==> config.mk <==
export PLATFORM = sky130hd
export DESIGN_NAME = synth_ctrl_loader
export DESIGN_NICKNAME = d
export VERILOG_FILES = /design/src/rtl/synth_cfg_pkg.sv /design/src/rtl/ctl_sync.sv /design/src/rtl/word_shift.sv /design/src/rtl/field_sel.sv /design/src/rtl/route_mux.sv /design/src/rtl/synth_ctrl_loader.sv
export SDC_FILE = /design/constraint.sdc
export NUM_CORES = 1
export LEC_CHECK = 0
export ABC_CLOCK_PERIOD_IN_PS = 1800
export BUFFER_PORTS_ARGS = -buffer_cell sky130_fd_sc_hd__buf_4
export CORE_AREA = 2 2 90 92
export DETAILED_ROUTE_END_ITERATION = 8
export DIE_AREA = 0 0 92 94
export PLACE_DENSITY = 0.57
export SLEW_MARGIN = 30
export SYNTH_ARGS = -nofsm -noshare
export SYNTH_HDL_FRONTEND = slang
export SYNTH_SLANG_ARGS = --single-unit
==> constraint.sdc <==
create_clock -name clk -period 1.8 [get_ports clk]
set_clock_uncertainty 0.15 [all_clocks]
set_input_delay 0.36 -clock clk [delete_from_list [all_inputs] [get_ports clk]]
set_output_delay 0.36 -clock clk [all_outputs]
set_load 0.1 [all_outputs]
==> src/rtl/synth_cfg_pkg.sv <==
package synth_cfg_pkg;
  localparam int unsigned R_W    = 6;
  localparam int unsigned M_W    = 9;
  localparam int unsigned A_W    = 4;
  localparam int unsigned R_HI   = 2;
  localparam int unsigned M_HI   = 2;
  localparam int unsigned ENH_W  = 8;
  localparam int unsigned WORD_W = R_W + M_W + A_W + 1;

  localparam int unsigned POS_R_HI = WORD_W - 1;
  localparam int unsigned POS_M_HI = POS_R_HI - R_HI;
  localparam int unsigned POS_PRE  = POS_M_HI - M_HI;
  localparam int unsigned POS_M_LO = POS_PRE - 1;
  localparam int unsigned POS_R_LO = A_W + (R_W - R_HI) - 1;
  localparam int unsigned POS_A    = A_W - 1;

  // control bit numbers, counted in arrival order
  localparam int unsigned CB_FB   = 2;
  localparam int unsigned CB_PWR  = 3;
  localparam int unsigned CB_LOAD = 4;
  localparam int unsigned CB_MSEL = 5;
  localparam int unsigned CB_CMP  = 6;

  typedef struct packed {
    logic [R_W-1:0] r;
    logic [M_W-1:0] m;
    logic [A_W-1:0] a;
    logic           pre;
  } div_fields_t;

  typedef struct packed {
    logic route_fb;
    logic route_ms;
    logic route_cmp;
    logic pwr_dn;
    logic force_ld;
  } ctrl_t;
endpackage

==> src/rtl/ctl_sync.sv <==
module ctl_sync #(
  parameter int unsigned N      = 1,
  parameter int unsigned STAGES = 2
) (
  input  logic         clk,
  input  logic         rst_n,
  input  logic [N-1:0] din,
  output logic [N-1:0] q,
  output logic [N-1:0] rise,
  output logic [N-1:0] fall
);
  logic [N-1:0] pipe [0:STAGES];

  for (genvar s = 0; s <= STAGES; s++) begin : g_stage
    if (s == 0) begin : g_first
      always_ff @(posedge clk or negedge rst_n) begin
        if (!rst_n) pipe[s] <= '0;
        else        pipe[s] <= din;
      end
    end else begin : g_next
      always_ff @(posedge clk or negedge rst_n) begin
        if (!rst_n) pipe[s] <= '0;
        else        pipe[s] <= pipe[s-1];
      end
    end
  end

  assign q    = pipe[STAGES-1];
  assign rise = pipe[STAGES-1] & ~pipe[STAGES];
  assign fall = ~pipe[STAGES-1] & pipe[STAGES];
endmodule

==> src/rtl/word_shift.sv <==
module word_shift #(
  parameter int unsigned W = 8
) (
  input  logic         clk,
  input  logic         rst_n,
  input  logic         shift_en,
  input  logic         bit_in,
  input  logic         cap_en,
  output logic [W-1:0] sh,
  output logic [W-1:0] hold
);
  always_ff @(posedge clk or negedge rst_n) begin
    if (!rst_n) begin
      sh   <= '0;
      hold <= '0;
    end else begin
      if (shift_en) sh <= {sh[W-2:0], bit_in};
      if (cap_en)   hold <= sh;
    end
  end
endmodule

==> src/rtl/field_sel.sv <==
module field_sel
  import synth_cfg_pkg::*;
(
  input  logic [WORD_W-1:0] pri,
  input  logic [WORD_W-1:0] sec,
  input  logic              bank,
  input  logic [ENH_W-1:0]  ehold,
  input  logic              enh_on,
  output div_fields_t       fields,
  output ctrl_t             ctrl
);
  logic [WORD_W-1:0] word;
  logic [ENH_W-1:0]  cbits;
  logic              unused_rsvd;

  assign word = bank ? pri : sec;

  always_comb begin
    fields.r   = {word[POS_R_HI -: R_HI], word[POS_R_LO -: (R_W - R_HI)]};
    fields.m   = {word[POS_M_HI -: M_HI], word[POS_M_LO -: (M_W - M_HI)]};
    fields.a   = word[POS_A -: A_W];
    fields.pre = word[POS_PRE];
  end

  // first bit in sits at the top of the holding register
  for (genvar k = 0; k < ENH_W; k++) begin : g_rev
    assign cbits[k] = ehold[ENH_W-1-k] & enh_on;
  end

  always_comb begin
    ctrl.route_fb  = cbits[CB_FB];
    ctrl.route_ms  = cbits[CB_MSEL];
    ctrl.route_cmp = cbits[CB_CMP];
    ctrl.pwr_dn    = cbits[CB_PWR];
    ctrl.force_ld  = cbits[CB_LOAD];
  end

  assign unused_rsvd = ^{cbits[0], cbits[1], cbits[ENH_W-1]};
endmodule

==> src/rtl/route_mux.sv <==
module route_mux
  import synth_cfg_pkg::*;
(
  input  ctrl_t ctrl,
  input  logic  fb_src,
  input  logic  ms_src,
  input  logic  cmp_src,
  output logic  dout
);
  always_comb begin
    if (ctrl.route_fb)       dout = fb_src;
    else if (ctrl.route_ms)  dout = ms_src;
    else if (ctrl.route_cmp) dout = cmp_src;
    else                     dout = 1'b0;
  end
endmodule

==> src/rtl/synth_ctrl_loader.sv <==
module synth_ctrl_loader
  import synth_cfg_pkg::*;
#(
  parameter int unsigned SYNC_STAGES = 2
) (
  input  logic           clk,
  input  logic           rst_n,
  input  logic           ser_dat,
  input  logic           ser_clk,
  input  logic           ld_strobe,
  input  logic           ewr_sel,
  input  logic           bank_sel,
  input  logic           enh_en_n,
  input  logic           fb_div_in,
  input  logic           mod_sel_in,
  input  logic           cmp_clk_in,
  output logic [R_W-1:0] ref_div,
  output logic [M_W-1:0] main_div,
  output logic [A_W-1:0] swal_cnt,
  output logic           pre_bypass,
  output logic           pwr_down,
  output logic           cnt_force_load,
  output logic           dout
);
  localparam int unsigned I_DAT = 0;
  localparam int unsigned I_CLK = 1;
  localparam int unsigned I_LD  = 2;
  localparam int unsigned I_EWR = 3;
  localparam int unsigned I_BNK = 4;
  localparam int unsigned I_ENH = 5;
  localparam int unsigned N_IN  = 6;

  logic [N_IN-1:0]   raw_in, lvl, rise, fall;
  logic              ld_rise, ewr_fall, ld_lvl, enh_on;
  logic              sh_main, sh_enh;
  logic [WORD_W-1:0] pri_word, sec_word;
  logic [ENH_W-1:0]  enh_sh, ehold;
  div_fields_t       fields;
  ctrl_t             ctrl;
  logic              unused_edges;

  assign raw_in = {enh_en_n, bank_sel, ewr_sel, ld_strobe, ser_clk, ser_dat};

  ctl_sync #(.N(N_IN), .STAGES(SYNC_STAGES)) u_sync (
    .clk(clk), .rst_n(rst_n), .din(raw_in), .q(lvl), .rise(rise), .fall(fall)
  );

  assign ld_lvl   = lvl[I_LD];
  assign ld_rise  = rise[I_LD];
  assign ewr_fall = fall[I_EWR];
  assign enh_on   = ~lvl[I_ENH];
  assign sh_main  = rise[I_CLK] & ~ld_lvl & ~lvl[I_EWR];
  assign sh_enh   = rise[I_CLK] & ~ld_lvl &  lvl[I_EWR];

  word_shift #(.W(WORD_W)) u_main (
    .clk(clk), .rst_n(rst_n), .shift_en(sh_main), .bit_in(lvl[I_DAT]),
    .cap_en(ld_rise), .sh(pri_word), .hold(sec_word)
  );

  word_shift #(.W(ENH_W)) u_enh (
    .clk(clk), .rst_n(rst_n), .shift_en(sh_enh), .bit_in(lvl[I_DAT]),
    .cap_en(ewr_fall), .sh(enh_sh), .hold(ehold)
  );

  field_sel u_fsel (
    .pri(pri_word), .sec(sec_word), .bank(lvl[I_BNK]),
    .ehold(ehold), .enh_on(enh_on), .fields(fields), .ctrl(ctrl)
  );

  route_mux u_mux (
    .ctrl(ctrl), .fb_src(fb_div_in), .ms_src(mod_sel_in),
    .cmp_src(cmp_clk_in), .dout(dout)
  );

  assign ref_div        = fields.r;
  assign main_div       = fields.m;
  assign swal_cnt       = fields.a;
  assign pre_bypass     = fields.pre;
  assign pwr_down       = ctrl.pwr_dn;
  assign cnt_force_load = ctrl.force_ld;

  assign unused_edges = ^{rise[I_DAT], rise[I_EWR], rise[I_BNK], rise[I_ENH],
                          fall[I_DAT], fall[I_CLK], fall[I_LD], fall[I_BNK],
                          fall[I_ENH], enh_sh};
endmodule

Word-level counts from Yosys, hierarchy flattened

Index checks and enable logic that the tools add are counted.

Flip-flop bits (word level): 68
Input port bits: 11
Output and inout port bits: 23
Word-level logic and storage cells: 26

Multiplexer cells: 4
Bitwise gates (word level): 15

Operator list:

| kind               | number |
|---|---|
| 20-bit two-way mux | 1 |
| 1-bit bitwise AND  | 8 |
| 4-bit bitwise AND  | 1 |
| 4-bit inverter     | 1 |
| 3-bit bitwise AND  | 1 |
| 1-bit two-way mux  | 3 |
| 1-bit inverter     | 3 |
| 3-bit inverter     | 1 |

Logic depth before layout (Yosys ltp)

Word-level depth: 5
Gate-level depth with buffers: 3
Mapped depth without buffers: 2

Modules after synthesis

Synthesis repeated with hierarchy kept, for this count alone.

Cell total of the unflattened synthesis: 188
Area, all modules: 3,325.7 sq um

By module, submodules not included:

| module              | times used | cells an instance | area an instance (sq um) | sequential area each (sq um) |
|---|---|---|---|---|
| word_shift (u_main) | 1          | 84                | 1,646.6                  | 1,001.0 |
| word_shift (u_enh)  | 1          | 34                | 663.1                    | 400.4 |
| ctl_sync            | 1          | 36                | 600.6                    | 450.4 |
| field_sel           | 1          | 27                | 354.1                    | 0.0 |
| route_mux           | 1          | 4                 | 36.3                     | 0.0 |
| synth_ctrl_loader   | 1          | 3                 | 25.0                     | 0.0 |

Worst setup path before layout

No wires, ideal clock.

Kind: register to output
Start: register u_enh.hold[2]
End: output port dout
Arrival time: 2.846 ns
Required time: 1.290 ns
Path slack: -1.556 ns
Cell stages (with the launch flop): 3
Path buffers: 0
Cell sequence: dfrtp_1 nand3b_1 a221oi_1

Longest elaborated chain between the ends: 3

Ends and longest elaborated chain:

| what                     | line                    | text |
|---|---|---|
| start: declaration       | word_shift.sv:10        | `output logic [W-1:0] hold` |
| start signal: assignment | word_shift.sv:18        | `if (cap_en) hold <= sh;` |
| 1-bit bitwise AND        | field_sel.sv:27         | `assign cbits[k] = ehold[ENH_W-1-k] & enh_on;` |
| 1-bit two-way mux        | route_mux.sv:12         | `else if (ctrl.route_ms) dout = ms_src;` |
| 1-bit two-way mux        | route_mux.sv:11         | `if (ctrl.route_fb) dout = fb_src;` |
| end: declaration         | synth_ctrl_loader.sv:23 | `output logic dout` |

No other way between the ends.

Final worst setup path

Start: register u_sync.pipe (netlist bit u_sync.q[4])
End: output port ref_div[3]

Longest elaborated chain between the ends: 1

Ends and longest elaborated chain:

| what                             | line                    | text |
|---|---|---|
| start: declaration               | ctl_sync.sv:12          | `logic [N-1:0] pipe [0:STAGES];` |
| start signal: indexed assignment | ctl_sync.sv:23          | `else pipe[s] <= pipe[s-1];` |
| 20-bit two-way mux               | field_sel.sv:16         | `assign word = bank ? pri : sec;` |
| end: declaration                 | synth_ctrl_loader.sv:17 | `output logic [R_W-1:0] ref_div,` |

No other way between the ends.

==> out/summary.txt <==
CP Launch Type = register
Wire per inst = 14.04 um
Post-route non-filler standard cell count = 314
Net Count, Synth = 165
Clock latency reported for the late side of the worst-skew pair = 330 ps
Post-synthesis cell type count = 13
GRT Residual Overflow = 0
Clock Pin Slew Worst Setup and Hold Paths = 60 ps
Cell accounting for the most synthesized area = dfrtp_1
Smallest hold slack = 197.6 ps
Synth Register Bits = 66
Global placement routability congestion = 0.6573
TritonRoute pass-1 iters = 4
I/O Buffers = 33
Diodes inserted = 0
Commonest non-fill, non-tap cells in the layout = dfrtp_1 (65), mux2_2 (50), buf_12 (24)
Commonest non-fill, non-tap cell in the layout = dfrtp_1
Fin crit share = 109.4%
Post-layout nets = 218
Num ports = 34
Post-DR vias/cell = 4.513
Tightest Pin Transition = 481.6 ps
Post-Syn Area per Cell = 16.86 sq um
Relative slew slack = 67.83%
Power density cells = 1166 nW/um^2
DIE WIDTH = 92 um
Sw Ratio = 28.67%
WL final = 4410 um
Max-capacitance violation count = 0
Internal = 3.092 mW
Minimum clock period = 1969 ps
FP Rows = 32
Critical path type = register to output pin
Synth Cell Area = 2596 sq um
Die Ht = 94 um
Maximum vdd drop = 0.3854 mV
Min setup slack post-route = -169.3 ps
Psw = 1.243 mW
Core area = 7607 sq um
Max Root-Sink Buffers = 2
Worst EP arrival = 1460 ps
Initial core utilization = 34.13%
Failing checks = negative setup slack
Final hold vios = 0
Leakage = 1.761 nW
Slew Viols, Final = 0
H-tree depth = 3
Initial antenna violation count = 0
Root buffer cell = clkbuf_8
Final ANT Viol Nets = 0
Sequential-to-total area share from yosys stat = 63.61%
Postcts setup bufs = 0
Pwr Total = 4.334 mW
Crit path capture type = output pin
Final setup fails = 21
First-pass GRT wire length = 7086 um
Vias in the first global route = 1468
Critical path required time = 1290 ps
Cts bufs inserted = 9
Combinational power share = 24.8%
Unrepaired setup endpoints after global routing = yes
Area grow syn2layout = 43.13%
Sequential share of power = 41.1%
Min-delay worst type = register to register
DRC viols = 0
Iter 0 DRT Violations = 54
Hold path depth = 0
CTS tree = yes
Vias post-DR = 1417
Max Fclk = 507.8 MHz
Proportion of layout cells with a drive suffix above 1 = 61.32%
Largest net degree at the start of global routing = 37
R2R cell count = 3
Post-Syn Instances = 154
Detailed Place HPWL = 2687 um
Max FO, Critical Path = 6
Top-area cell type share of the netlist area = 63.61%
Status = finished, violations left
Die area = 8648 sq um
Worst slack at placement = 142.3 ps
Placed cells = 290
Gr usage total = 10.70%
Num Clock Sinks = 66
Clock group share of total power = 34.1%
Ys Warns = 0
Top cells by area, synth = dfrtp_1 (64%), mux2_2 (30%), buf_6 (1.3%), nor2b_1 (0.96%), nor4b_4 (0.92%)
## final timing paths
check / start / endpoint / slack [ps]
setup / recovery: u_sync.q[4] / ref_div[3] / -170
setup reg to reg: u_sync.q[2] / u_main.sh[14] / 230
min in group asynchronous: rst_n / u_sync.q[2] / 370
hold / removal: u_sync.pipe[15] / u_sync.q[3] / 200
max in group asynchronous: rst_n / u_main.hold[11] / 610
hold reg to reg: u_sync.pipe[15] / u_sync.q[3] / 200
## per-layer routing
layer | vias to the layer above | track usage (%) | wire, um | share of wire [%]
met2 | 21 | 16.05 | 2187 | 50
met4 | 0 | 6.716 | 79 | 1.8
met1 | 732 | 13.92 | 2051 | 47
li1 | 658 | - | - | -
met5 | - | 0 | 0 | 0
met3 | 6 | 2.648 | 92 | 2.1
## flip-flops by register name, indices dropped and copies added (netlist names)
register,count
u_main.hold,20
u_main.sh,20
u_sync.pipe,9
u_enh.sh,6
u_sync.q,6
u_enh.hold,5
## per-stage QoR
stage | util [%] | setup TNS, ps | cell area (sq um)
2_1_floorplan | - | -1086 | 2614
3_3_place_gp | 39.84 | 0 | 3030
3_5_place_dp | 39.84 | 0 | 3030
4_1_cts | 45.49 | -3311 | 3461
5_1_grt | 48.85 | -4382 | 3716
6_report | 48.85 | -3109 | 3716
## power groups by stage
| stage | Sequential, mW | Clock [mW] | Combinational (mW) |
|---|---|---|---|
| final | 1.78 | 1.48 | 1.08 |
| after global routing | 1.81 | 1.60 | 1.12 |
| after floorplan | 1.76 | 0 | 0.705 |
| after CTS | 1.78 | 1.53 | 0.945 |
| after detailed placement | 1.80 | 0 | 0.873 |
| after global placement | 1.80 | 0 | 0.867 |
## logic make-up after synthesis
logic type             Yosys count  synth area share [%]
and+or+nand+nor                  7                 2.650
DFF                             66                 63.61
muxes                           71                 30.80
AOI/OAI and AO/OA                2                0.5300
buffers and inverters            8                 2.409
## Yosys cell counts
cell,number
buf_6,3
buf_4,2
mux2_2,70
mux2_1,1
nor2b_1,4
and4bb_1,1
a221oi_1,1
nor4b_4,1
nand3b_1,1
buf_2,2
inv_1,1
dfrtp_1,66
a21oi_1,1
## critical path, stage by stage, from the launching register on
cell and delay [ps]:
dfrtp_2 460, clkbuf_16 180, mux2_4 320, buf_12 170
## final cells by class
type                            count  area [sq um]
Sequential cell                    66          1653
Clock inverter                      4         98.84
Inverter                            1         3.754
Clock buffer                       12         145.1
Fill cell                         671          3891
Timing Repair Buffer               49         710.7
Tap cell                          102         127.6
Multi-Input combinational cell     80         977.2
## what timing repair did
item                                    4_1_cts  5_1_grt
gates cloned                                  0        1
endpoints found under the setup margin       21       21
hold buffers                                  7        0
resized for setup                            30       56
hold endpoints to repair                     38        0
Note: power is estimated with default switching activity, not from simulation.
